<file path="config.mk">
export PLATFORM = sky130hd
export DESIGN_NAME = prio_msg_mux
export DESIGN_NICKNAME = d
export VERILOG_FILES = /design/src/rtl/pmux_pkg.sv /design/src/rtl/pmux_strobe_hold.sv /design/src/rtl/pmux_prio_pick.sv /design/src/rtl/prio_msg_mux.sv
export SDC_FILE = /design/constraint.sdc
export NUM_CORES = 1
export LEC_CHECK = 0
export ABC_AREA = 0
export ABC_CLOCK_PERIOD_IN_PS = 2000
export BUFFER_PORTS_ARGS = -buffer_cell sky130_fd_sc_hd__buf_2
export CAP_MARGIN = 15
export CORE_AREA = 2 2 157 159
export DETAILED_ROUTE_END_ITERATION = 6
export DIE_AREA = 0 0 159 161
export PLACE_DENSITY_LB_ADDON = 0.1
export SYNTH_ARGS = -nofsm -noshare
export SYNTH_HDL_FRONTEND = slang
export SYNTH_SLANG_ARGS = --single-unit
export TNS_END_PERCENT = 5
</file>
<file path="constraint.sdc">
create_clock -name clk -period 2 [get_ports clk]
set_input_delay 0 -clock clk [delete_from_list [all_inputs] [get_ports clk]]
set_output_delay 0 -clock clk [all_outputs]
set_load 0.005 [all_outputs]
</file>
<file path="src/rtl/pmux_pkg.sv">
package pmux_pkg;
    localparam int unsigned PMUX_SRC_TRIG = 0;
    localparam int unsigned PMUX_SRC_ACK  = 1;
    localparam int unsigned PMUX_SRC_GPIO = 2;
    localparam int unsigned PMUX_SRC_VID  = 3;
    localparam int unsigned PMUX_SRC_CMD  = 4;
    localparam int unsigned PMUX_NSRC     = 5;
    localparam logic [63:0] PMUX_IDLE     = 64'h0707070707070707;
endpackage

</file>
<file path="src/rtl/pmux_strobe_hold.sv">
module pmux_strobe_hold #(
    parameter int unsigned DATA_W = 64
) (
    input  logic              clk,
    input  logic              rst_n,
    input  logic              stb,
    input  logic [DATA_W-1:0] stb_data,
    input  logic              take,
    output logic              held_v,
    output logic [DATA_W-1:0] held_data
);
    typedef struct packed {
        logic              v;
        logic [DATA_W-1:0] data;
    } hold_t;

    hold_t h_d, h_q;

    always_comb begin
        h_d = h_q;
        if (stb && (!h_q.v || take)) begin
            h_d.v    = 1'b1;
            h_d.data = stb_data;
        end else if (take) begin
            h_d.v = 1'b0;
        end
    end

    always_ff @(posedge clk) begin
        if (!rst_n) begin
            h_q <= '0;
        end else begin
            h_q <= h_d;
        end
    end

    assign held_v    = h_q.v;
    assign held_data = h_q.data;
endmodule

</file>
<file path="src/rtl/pmux_prio_pick.sv">
module pmux_prio_pick #(
    parameter int unsigned N = 5,
    localparam int unsigned IDX_W = (N > 1) ? $clog2(N) : 1
) (
    input  logic [N-1:0]     req,
    output logic [N-1:0]     gnt,
    output logic [IDX_W-1:0] idx,
    output logic             any
);
    logic [N:0] seen;

    assign seen[0] = 1'b0;

    for (genvar i = 0; i < N; i++) begin : g_chain
        assign gnt[i]    = req[i] & ~seen[i];
        assign seen[i+1] = seen[i] | req[i];
    end

    assign any = seen[N];

    always_comb begin
        idx = '0;
        for (int i = N - 1; i >= 0; i--) begin
            if (req[i]) begin
                idx = IDX_W'(i);
            end
        end
    end
endmodule

</file>
<file path="src/rtl/prio_msg_mux.sv">
module prio_msg_mux
    import pmux_pkg::*;
#(
    parameter int unsigned        NSRC      = PMUX_NSRC,
    parameter int unsigned        DATA_W    = 64,
    parameter logic [NSRC-1:0]    STB_MASK  = NSRC'((1 << PMUX_SRC_TRIG) | (1 << PMUX_SRC_GPIO)),
    parameter logic [DATA_W-1:0]  IDLE_WORD = DATA_W'(PMUX_IDLE),
    localparam int unsigned       TAG_W     = (NSRC > 1) ? $clog2(NSRC) : 1
) (
    input  logic                   clk,
    input  logic                   rst_n,
    input  logic [NSRC-1:0]        src_valid,
    input  logic [NSRC-1:0]        src_last,
    input  logic [NSRC*DATA_W-1:0] src_data,
    output logic [NSRC-1:0]        src_ready,
    output logic                   out_valid,
    output logic [DATA_W-1:0]      out_data,
    output logic [TAG_W-1:0]       out_tag,
    output logic                   out_sop,
    output logic                   out_eop,
    output logic                   out_cont
);
    typedef struct packed {
        logic              valid;
        logic [DATA_W-1:0] data;
        logic [TAG_W-1:0]  tag;
        logic              sop;
        logic              eop;
        logic              cont;
        logic [NSRC-1:0]   inprog;
        logic [TAG_W-1:0]  prev_tag;
    } st_t;

    st_t st_d, st_q;

    logic [NSRC-1:0]   avail;
    logic [NSRC-1:0]   word_last;
    logic [DATA_W-1:0] word [NSRC];
    logic [NSRC-1:0]   gnt;
    logic [TAG_W-1:0]  win_idx;
    logic              win_any;

    // Per-source front end: strobe sources get a one-word hold register,
    // stream sources are passed straight to the arbiter.
    for (genvar i = 0; i < NSRC; i++) begin : g_src
        if (STB_MASK[i]) begin : g_stb
            logic              hv;
            logic [DATA_W-1:0] hd;
            pmux_strobe_hold #(.DATA_W(DATA_W)) u_hold (
                .clk      (clk),
                .rst_n    (rst_n),
                .stb      (src_valid[i]),
                .stb_data (src_data[i*DATA_W +: DATA_W]),
                .take     (gnt[i]),
                .held_v   (hv),
                .held_data(hd)
            );
            assign avail[i]     = hv;
            assign word[i]      = hd;
            assign word_last[i] = 1'b1;
            assign src_ready[i] = ~hv | gnt[i];
        end else begin : g_stream
            assign avail[i]     = src_valid[i];
            assign word[i]      = src_data[i*DATA_W +: DATA_W];
            assign word_last[i] = src_last[i];
            assign src_ready[i] = gnt[i];
        end
    end

    pmux_prio_pick #(.N(NSRC)) u_pick (
        .req(avail),
        .gnt(gnt),
        .idx(win_idx),
        .any(win_any)
    );

    always_comb begin
        st_d       = st_q;
        st_d.valid = 1'b0;
        st_d.data  = IDLE_WORD;
        st_d.tag   = '0;
        st_d.sop   = 1'b0;
        st_d.eop   = 1'b0;
        st_d.cont  = 1'b0;
        if (win_any) begin
            st_d.valid    = 1'b1;
            st_d.data     = '0;
            st_d.tag      = win_idx;
            st_d.prev_tag = win_idx;
            for (int i = 0; i < NSRC; i++) begin
                if (gnt[i]) begin
                    st_d.data      = word[i];
                    st_d.eop       = word_last[i];
                    st_d.sop       = ~st_q.inprog[i];
                    st_d.cont      = st_q.inprog[i] & (st_q.prev_tag != TAG_W'(i));
                    st_d.inprog[i] = ~word_last[i];
                end
            end
        end
    end

    always_ff @(posedge clk) begin
        if (!rst_n) begin
            st_q          <= '0;
            st_q.data     <= IDLE_WORD;
        end else begin
            st_q <= st_d;
        end
    end

    assign out_valid = st_q.valid;
    assign out_data  = st_q.data;
    assign out_tag   = st_q.tag;
    assign out_sop   = st_q.sop;
    assign out_eop   = st_q.eop;
    assign out_cont  = st_q.cont;
endmodule

</file>
==> results of run 1 <==
repair_timing:
action                                  4_1_cts  5_1_grt
cloned                                        1        0
gates resized for setup                       1        3
endpoints found under the setup margin        1       12
hold buffers                                313        0
endpoints found under the hold margin       205        0
cells by family after synthesis:
group	Yosys count	synth area share [%]
buffers and inverters	251	12.39
other	1	0.03661
muxes	64	6.254
DFF	207	40.45
and+or+nand+nor	374	16.73
AOI/OAI and AO/OA	340	24.14
per-layer routing:
layer	vias to the layer above	track usage, %	wire length [um]
li1	5431	-	-
met1	5473	35.77	16220
met2	559	56.07	20520
met3	116	5.675	2872
met4	4	12.60	1470
met5	-	0	19
power by group through the flow:
stage	Clock, uW	Sequential [uW]	Combinational (uW)
final	4350	4540	2340
after global routing	4580	4560	2530
after CTS	4430	4530	2280
after detailed placement	0	4620	1780
after global placement	0	4620	1760
after floorplan	0	4590	1140
layout by cell type, fill, tap and decap left out, types with 9 or more instances in the layout:
cell           count
a221oi_1          24
nand2_1          260
buf_4             28
o221a_1           18
a21oi_1           95
mux2i_1           64
o22ai_1           24
buf_12             9
a222oi_1          40
nand3b_1          25
clkbuf_16         25
a21boi_0          65
dfxtp_1          205
o221a_2           22
o21ai_0           43
inv_1             68
dlygate4sd3_1    313
buf_2            401
nor2b_1           65
stage by stage:
stage | hold WS [ps] | worst slack (ps)
after floorplan | 90.01 | 337.6
after global placement | 192.4 | 224.5
after detailed placement | 202.0 | 162.7
after CTS | 5.262 | 22.49
after global routing | 13.79 | 11.53
final | 0.9202 | 44.18
worst paths after layout:
path	to	slack, ps
hold / removal	out_data[26]	0.9
hold reg to reg	g_src[2].g_stb.u_hold.held_data[12]	460
setup / recovery	out_cont	40
setup reg to reg	out_cont	40
final cells by class:
cell class,count,area [um2]
Sequential cell,207,4149
Clock buffer,36,716.9
Tap cell,324,405.4
Antenna cell,5,12.51
Clock inverter,6,55.05
Multi-Input combinational cell,779,4861
Inverter,70,265.3
Timing Repair Buffer,753,5574
Fill cell,1983,7924
sequential cells by signal, summed over array words and instances, names as in the netlist:
signal and cells:
out_cont 1, g_src.g_stb.u_hold.held_data 128, out_sop 1, g_src.g_stb.u_hold.held_v 2, st_q 6, out_tag 3, out_data 64, out_valid 1
out_eop 1
critical path, stage by stage, from the launching register on:
cell           delay, ps
dfxtp_4              350
or3_4                390
buf_6                180
o31ai_4              240
dlygate4sd3_1        600
a31oi_1               50
==> impl_metrics.tcl, run 1 <==
set metrics [dict create \
    outcome "completed" \
    total_power_uw 11230 \
    clk_pin_slew_ps 60 \
    async_flop_share_pct 0 \
    drtAntennaViolNets 0 \
    vias 11580 \
    vias_per_cell 5.313 \
    start_kind "flop" \
    synth.most_common_cell "nand2_1" \
    hp-class "in -> reg" \
    cts_tree "yes" \
    critical_path_class "reg -> reg" \
    dieArea_um2 25600 \
    tightest_slew_ps 869.2 \
    grt_pass1_wl_um 63670 \
    fin_crit_sh_pct 97.79 \
    track_usage_pct 30.83 \
    worstReg2RegStart "g_src[0].g_stb.u_hold.held_v" \
    totalWireLength_um 41100 \
    p_switching_uw 2980 \
    hpwl_um 23800 \
    gp_congestion 0.8323 \
    p_leak_uw 0.007129 \
    synth_edf_count 0 \
    synth.distinct_cells 34 \
    postSynthCellCount 1237 \
    cts_sinks 207 \
    min_period_ps 1956 \
    slew_headroom_pct 42.05 \
    synthesis.area_um2 10240 \
    max-cap-violations 0 \
    die_y_um 161 \
    wl_per_cell_um 18.85 \
    powerDensity_nw_per_um2 699.9 \
    ys_ff_latch 207 \
    synthTopCellsByArea "dfxtp_1 (40%), nand2_1 (9.6%), mux2i_1 (6.3%)" \
    seq_power_share_pct 40.4 \
    finalSetupViolCount 0 \
    start_util_pct 42.75 \
    drive_gt1_share_pct 27.66 \
    p_clk_share_pct 38.8 \
    clock_skew_ps 10.21 \
    syn_nets 1569 \
    synth_top_area_share_pct 40.45 \
    dieWidth_um 159 \
    cp_max_fo 15 \
    fin_nets 2167 \
    critPathArrivalTime_ps 2320 \
    grt_overflow 0 \
    drt_first_pass_iters 7 \
    clock_latency_ps 520 \
    fmax_mhz 511.3 \
    clk_path_buf_depth 3 \
    cts_made_buffers 24 \
    worst_r2r_path_depth 5 \
    grt_pass1_vias 11990 \
    cts_setup_buffers 0 \
    synthToLayoutAreaGrowth_pct 56.58 \
    core_um2 23960 \
    ys_warn_count 0 \
    drt_iter0_drc 902 \
    row_count 57 \
    syn_avg_cell_area_um2 8.281 \
    cp.required_ps 2370 \
    endpoint_kind "flop" \
    final_util_pct 66.93 \
    hold_violations 0 \
    place_area_um2 12080 \
    synth_seq_area_share_pct 40.45 \
    intPower_uw 8246 \
    placed_cells 1819 \
    grt_antenna_before_repair 6 \
    p_sw_share_pct 26.54 \
    grt_max_degree 67 \
    yosysTopAreaCell "dfxtp_1" \
    startpoint "g_src[0].g_stb.u_hold.held_v" \
    fin_cells 2180 \
    io_pins 408 \
    holdPathStages 5 \
    cts.htree.levels 1 \
    hp-start "src_data[90]" \
    rsz0062_at_grt "false" \
    final_cell_area_um2 16040 \
    synth_ff_type "dfxtp_1" \
    root_buffer "clkbuf_16" \
    finalMaxSlewViolations 0 \
    ir_drop_v 0.0004972 \
    portBuffers 404 \
    comb_power_share_pct 20.8 \
    synth.top_cells.by_count "nand2_1 (261), dfxtp_1 (207), a21oi_1 (96)" \
    setup_tns_ps 0 \
    drc_errors 0 \
]
Note: power is estimated with default switching activity, not from simulation.
==> inputs of run 2 (changes only) <==
--- a/config.mk
+++ b/config.mk
@@ -12,6 +12,7 @@
 export CORE_AREA = 2 2 157 159
 export DETAILED_ROUTE_END_ITERATION = 6
 export DIE_AREA = 0 0 159 161
+export GPL_ROUTABILITY_DRIVEN = 0
 export PLACE_DENSITY_LB_ADDON = 0.1
 export SYNTH_ARGS = -nofsm -noshare
 export SYNTH_HDL_FRONTEND = slang
==> constraint.sdc (replaced) <==
create_clock -name clk -period 2 [get_ports clk]
set_input_delay 0.2 -clock clk [delete_from_list [all_inputs] [get_ports clk]]
set_output_delay 0.2 -clock clk [all_outputs]
set_load 0.005 [all_outputs]
==> run 2 against run 1 <==
The flow now finishes with violations (design-rule violations). Sequential share of layout area rose by 1.8 points. Worst hold slack improved by 33 ps. Utilization fell by 4.4 points. Register-to-register slack improved by 96 ps. Power fell by 2.0%. Cell count fell by 5.1%. Count of clock-buffer cells in the layout did not move. Critical path depth did not move. Routed wire length fell by 8.0%. Worst setup slack got worse by 26 ps. Sequential power barely moved. Global-route usage fell by 2.5 points.
==> impl_metrics.tcl, run 2 (synthesized netlist as in run 1, its figures left out) <==
set metrics [dict create \
    core_um2 23960 \
    fin_cells 2068 \
    start_kind "flop" \
    outcome "finished, violations left" \
    drt_iter0_drc 773 \
    endpoint_kind "output pin" \
    grt_overflow 0 \
    met1_length_um 15670 \
    cp_max_fo 6 \
    largest_reg_flops 128 \
    reg2reg_slack_ps 140 \
    hpwl_um 23510 \
    ir_drop_v 0.0005045 \
    wl_per_cell_um 18.28 \
    cts_made_buffers 24 \
    hold_violations 0 \
    clock_latency_ps 520 \
    wl_met3_um 2617 \
    final_util_pct 62.51 \
    critical_path_class "reg -> out" \
    clk_path_buf_depth 3 \
    p_leak_uw 0.006683 \
    grt_antenna_before_repair 7 \
    setup_ws_ps 18.33 \
    critPathArrivalTime_ps 1780 \
    grt_pass1_wl_um 58550 \
    die_y_um 161 \
    drt_first_pass_iters 7 \
    setup_tns_ps 0 \
    finalSetupViolCount 0 \
    portBuffers 404 \
    grt_max_degree 67 \
    start_util_pct 42.75 \
    totalWireLength_um 37810 \
    cts_sinks 207 \
    powerDensity_nw_per_um2 734.1 \
    fmax_mhz 504.6 \
    dieArea_um2 25600 \
    drive_gt1_share_pct 29.96 \
    final_common_cell "buf_2" \
    synthToLayoutAreaGrowth_pct 46.23 \
    tightest_slew_ps 613.2 \
    row_count 57 \
    cp.required_ps 1800 \
    track_usage_pct 28.34 \
    drtAntennaViolNets 0 \
    grt_pass1_vias 10900 \
    violations "design-rule violations" \
    max-cap-violations 0 \
    slew_headroom_pct 59.12 \
    cts.htree.levels 1 \
    route.met2.wl_um 18560 \
    final_cell_mix "buf_2 (401), nand2_1 (260), dfxtp_1 (205), dlygate4sd3_1 (196), a21oi_1 (95)" \
    fin_crit_sh_pct 99.08 \
    rsz0062_at_grt "true" \
    fillCellCount 2125 \
    vias 10760 \
    clk_pin_slew_ps 60 \
    io_pins 408 \
    min_period_ps 1982 \
    dp_slack_ps 158.3 \
    root_buffer "clkbuf_16" \
    drc_errors 8 \
    hp-class "in -> reg" \
    top_layer "met5" \
    fin_nets 2056 \
    clock_skew_ps 19.14 \
    finalMaxSlewViolations 0 \
    dieWidth_um 159 \
    vias_per_cell 5.201 \
    placed_cells 1819 \
    cts_tree "yes" \
]
-- run 2: cell types whose count changed in the layout (fill, tap and decap cells not counted) --
cell and change:
buf_12 +2, buf_4 +2, buf_6 +1, bufbuf_16 +1, bufinv_16 -1, clkbuf_1 -4
clkbuf_8 +4, dlygate4sd3_1 -117, inv_4 -1, inv_6 +1
-- run 2: worst paths after layout --
check | from | to | depth (start not counted)
worst min register to register | g_src[2].g_stb.u_hold.held_data[19] | g_src[2].g_stb.u_hold.held_data[19] | 2
worst max register to register | g_src[0].g_stb.u_hold.held_v | out_data[47] | 6
worst max-delay path | g_src[2].g_stb.u_hold.held_v | src_ready[4] | 5
worst min-delay path | src_valid[4] | st_q[2] | 3
-- run 2: critical path, cell delays in order, from the launching register on --
cell and delay, ps:
dfxtp_2 330, or3_4 390, or2_4 250, buf_12 130, inv_6 60, buf_2 100
-- run 2: cell type report --
type	count	area, um2	area share, %
Timing Repair Buffer	642	4502	30.05
Clock buffer	36	757.0	5.053
Sequential cell	207	4149	27.70
Antenna cell	5	12.51	0.08353
Clock inverter	5	25.02	0.1671
Multi-Input combinational cell	779	4861	32.45
Inverter	70	267.8	1.788
Tap cell	324	405.4	2.706
-- run 2: power by group --
part,internal (uW),switching (uW)
Sequential,4420,113
Combinational,1110,1040
Clock,2590,1730
-- run 2: per-layer routing --
layer	global-route usage [%]	vias to the layer above
met5	0	-
met4	7.975	2
met3	5.316	70
met2	51.05	456
met1	34.60	5030
li1	-	5198
-- run 2: what timing repair did --
item | CTS | global route
hold endpoints to repair | 197 | 0
endpoints found under the setup margin | 1 | 5
hold buffers | 196 | 0
pin swaps | 2 | 0
resized for setup | 2 | 4
cloned | 2 | 0
buffers inserted | 5 | 0
-- run 2: metrics by stage --
stage | cell area, um2 | power (uW) | hold WS, ps
finish | 14980 | 11000 | 34.10
detailed placement | 12110 | 6409 | 400.4
floorplan | 10240 | 5730 | 290.0
CTS | 14960 | 11070 | 18.50
global placement | 12110 | 6389 | 397.3
global route | 14980 | 11450 | 61.95
==> inputs of run 3 (changes only) <==
--- a/config.mk
+++ b/config.mk
@@ -9,9 +9,11 @@
 export ABC_CLOCK_PERIOD_IN_PS = 2000
 export BUFFER_PORTS_ARGS = -buffer_cell sky130_fd_sc_hd__buf_2
 export CAP_MARGIN = 15
-export CORE_AREA = 2 2 157 159
+export CELL_PAD_IN_SITES_DETAIL_PLACEMENT = 1
+export CELL_PAD_IN_SITES_GLOBAL_PLACEMENT = 1
+export CORE_MARGIN = 2
+export CORE_UTILIZATION = 35
 export DETAILED_ROUTE_END_ITERATION = 6
-export DIE_AREA = 0 0 159 161
 export GPL_ROUTABILITY_DRIVEN = 0
 export PLACE_DENSITY_LB_ADDON = 0.1
 export SYNTH_ARGS = -nofsm -noshare
==> run 3 against run 2 <==
The flow finishes with violations (negative setup slack). Count of clock-buffer cells in the layout up 4. Combinational power up 4%. Critical path depth unchanged. Clock skew down 5.7 ps. Maximum frequency down 1.9%. Highest routed layer unchanged.
==> impl_metrics.tcl, run 3 (synthesized netlist as in run 1, its figures left out) <==
set metrics [dict create \
    outcome "finished, violations left" \
    fmax_mhz 495.3 \
    grt_antenna_before_repair 12 \
    finalSetupViolCount 1 \
    hp-class "in -> reg" \
    largest_reg_flops 128 \
    setup_ws_ps -19.15 \
    rsz0062_at_grt "true" \
    seq_area_um2 4149 \
    hpwl_um 27530 \
    clock_skew_ps 13.46 \
    powerDensity_nw_per_um2 739.7 \
    max-cap-violations 0 \
    synthToLayoutAreaGrowth_pct 48.69 \
    setup_tns_ps -19.15 \
    drt_iter0_drc 605 \
    track_usage_pct 27.41 \
    vias 11050 \
    cts_made_buffers 26 \
    drt_first_pass_iters 6 \
    grt_pass1_wl_um 66410 \
    tightest_slew_ps 500.3 \
    clk_path_buf_depth 3 \
    root_buffer "clkbuf_16" \
    fin_crit_sh_pct 101.0 \
    io_pins 408 \
    portBuffers 404 \
    grt_max_degree 83 \
    violations "negative setup slack" \
    die_y_um 175.1 \
    endpoint_kind "output pin" \
    critPathArrivalTime_ps 1820 \
    hold_violations 0 \
    critical_path_class "reg -> out" \
    row_count 62 \
    ir_drop_v 0.0006007 \
    dieArea_um2 30650 \
    drtAntennaViolNets 0 \
    drc_errors 0 \
    grt_pass1_vias 11900 \
    total_power_uw 11270 \
    final_common_cell "buf_2" \
    grt_overflow 0 \
    wl_per_cell_um 20.07 \
    p_leak_uw 0.006747 \
    final_cell_mix "buf_2 (401), nand2_1 (260), dfxtp_1 (205), dlygate4sd3_1 (197), a21oi_1 (95)" \
    fillCellCount 3488 \
    drive_gt1_share_pct 30.23 \
    finalMaxSlewViolations 0 \
    multiInputGateArea_um2 4863 \
    fin_nets 2067 \
    cts.htree.levels 1 \
    cts_sinks 207 \
    cp.required_ps 1800 \
    fin_hold_ws_ps 35.42 \
    dieWidth_um 175.1 \
    start_util_pct 35.59 \
    slew_headroom_pct 66.65 \
    final_util_pct 52.92 \
    clock_latency_ps 530 \
    core_um2 28780 \
    totalWireLength_um 43110 \
    start_kind "flop" \
    vias_per_cell 5.143 \
    min_period_ps 2019 \
    cp_max_fo 6 \
    cts_tree "yes" \
    clk_pin_slew_ps 60 \
]
run 3: changes by cell type in the layout (fill, tap and decap cells not counted), sizes merged:
cell,previous run,this run
diode,5,11
buf,444,453
clkbuf,36,40
bufbuf,2,1
dlygate4sd3,196,197
clkinv,5,6
run 3: worst paths after layout:
check	startpoint	to	slack (ps)	cells past startpoint
max reg2reg	g_src[0].g_stb.u_hold.held_v	out_data[20]	80	6
max	g_src[0].g_stb.u_hold.held_v	src_ready[4]	-20	5
min reg2reg	g_src[2].g_stb.u_hold.held_data[38]	g_src[2].g_stb.u_hold.held_data[38]	460	2
min	rst_n	out_cont	40	3
run 3: critical path: stages, from the launching register on:
cell	delay (ps)
dfxtp_4	350
or3_4	380
or2_4	260
buf_12	130
inv_6	60
buf_2	110
run 3: per-stage QoR:
| step | worst slack [ps] | instance area (um2) | instances |
|---|---|---|---|
| 5_1_grt | -69.29 | 15220 | 2145 |
| 2_1_floorplan | 337.6 | 10240 | 1237 |
| 6_report | -19.15 | 15230 | 2148 |
| 3_3_place_gp | 184.3 | 12320 | 1885 |
| 3_5_place_dp | 174.6 | 12320 | 1885 |
| 4_1_cts | -45.79 | 15170 | 2133 |
run 3: power breakdown:
group	leakage, uW	internal, uW	switching, uW	total (uW)
combinational	0.00463	1140	1100	2230
sequential	0.00171	4420	118	4540
clock	0.000402	2640	1860	4500
run 3: area by class of cell:
cell class                 instances  share of cell area (%)
antenna                           11                  0.1807
clock buffer                      40                   5.085
clock inverter                     6                  0.1972
inverter                          70                   1.758
multi-input combinational        779                   31.93
sequential                       207                   27.24
tap                              384                   3.155
timing repair buffer             651                   30.45
run 3: what timing repair did:
action / in CTS / in global routing
pin swaps: 2 / 0
gates resized for setup: 4 / 2
hold buffers: 197 / 0
endpoints found under the setup margin: 3 / 5
endpoints found under the hold margin: 198 / 0
buffers inserted: 4 / 4
gates cloned: 1 / 0
run 3: metal layers:
metal  vias up  wire length [um]  GRT usage [%]
li1       5223                 -              -
met1      5346             18120          33.22
met2       385             21250          48.65
met3        89              2351          4.765
met4         4              1366          9.722
met5         -                21              0
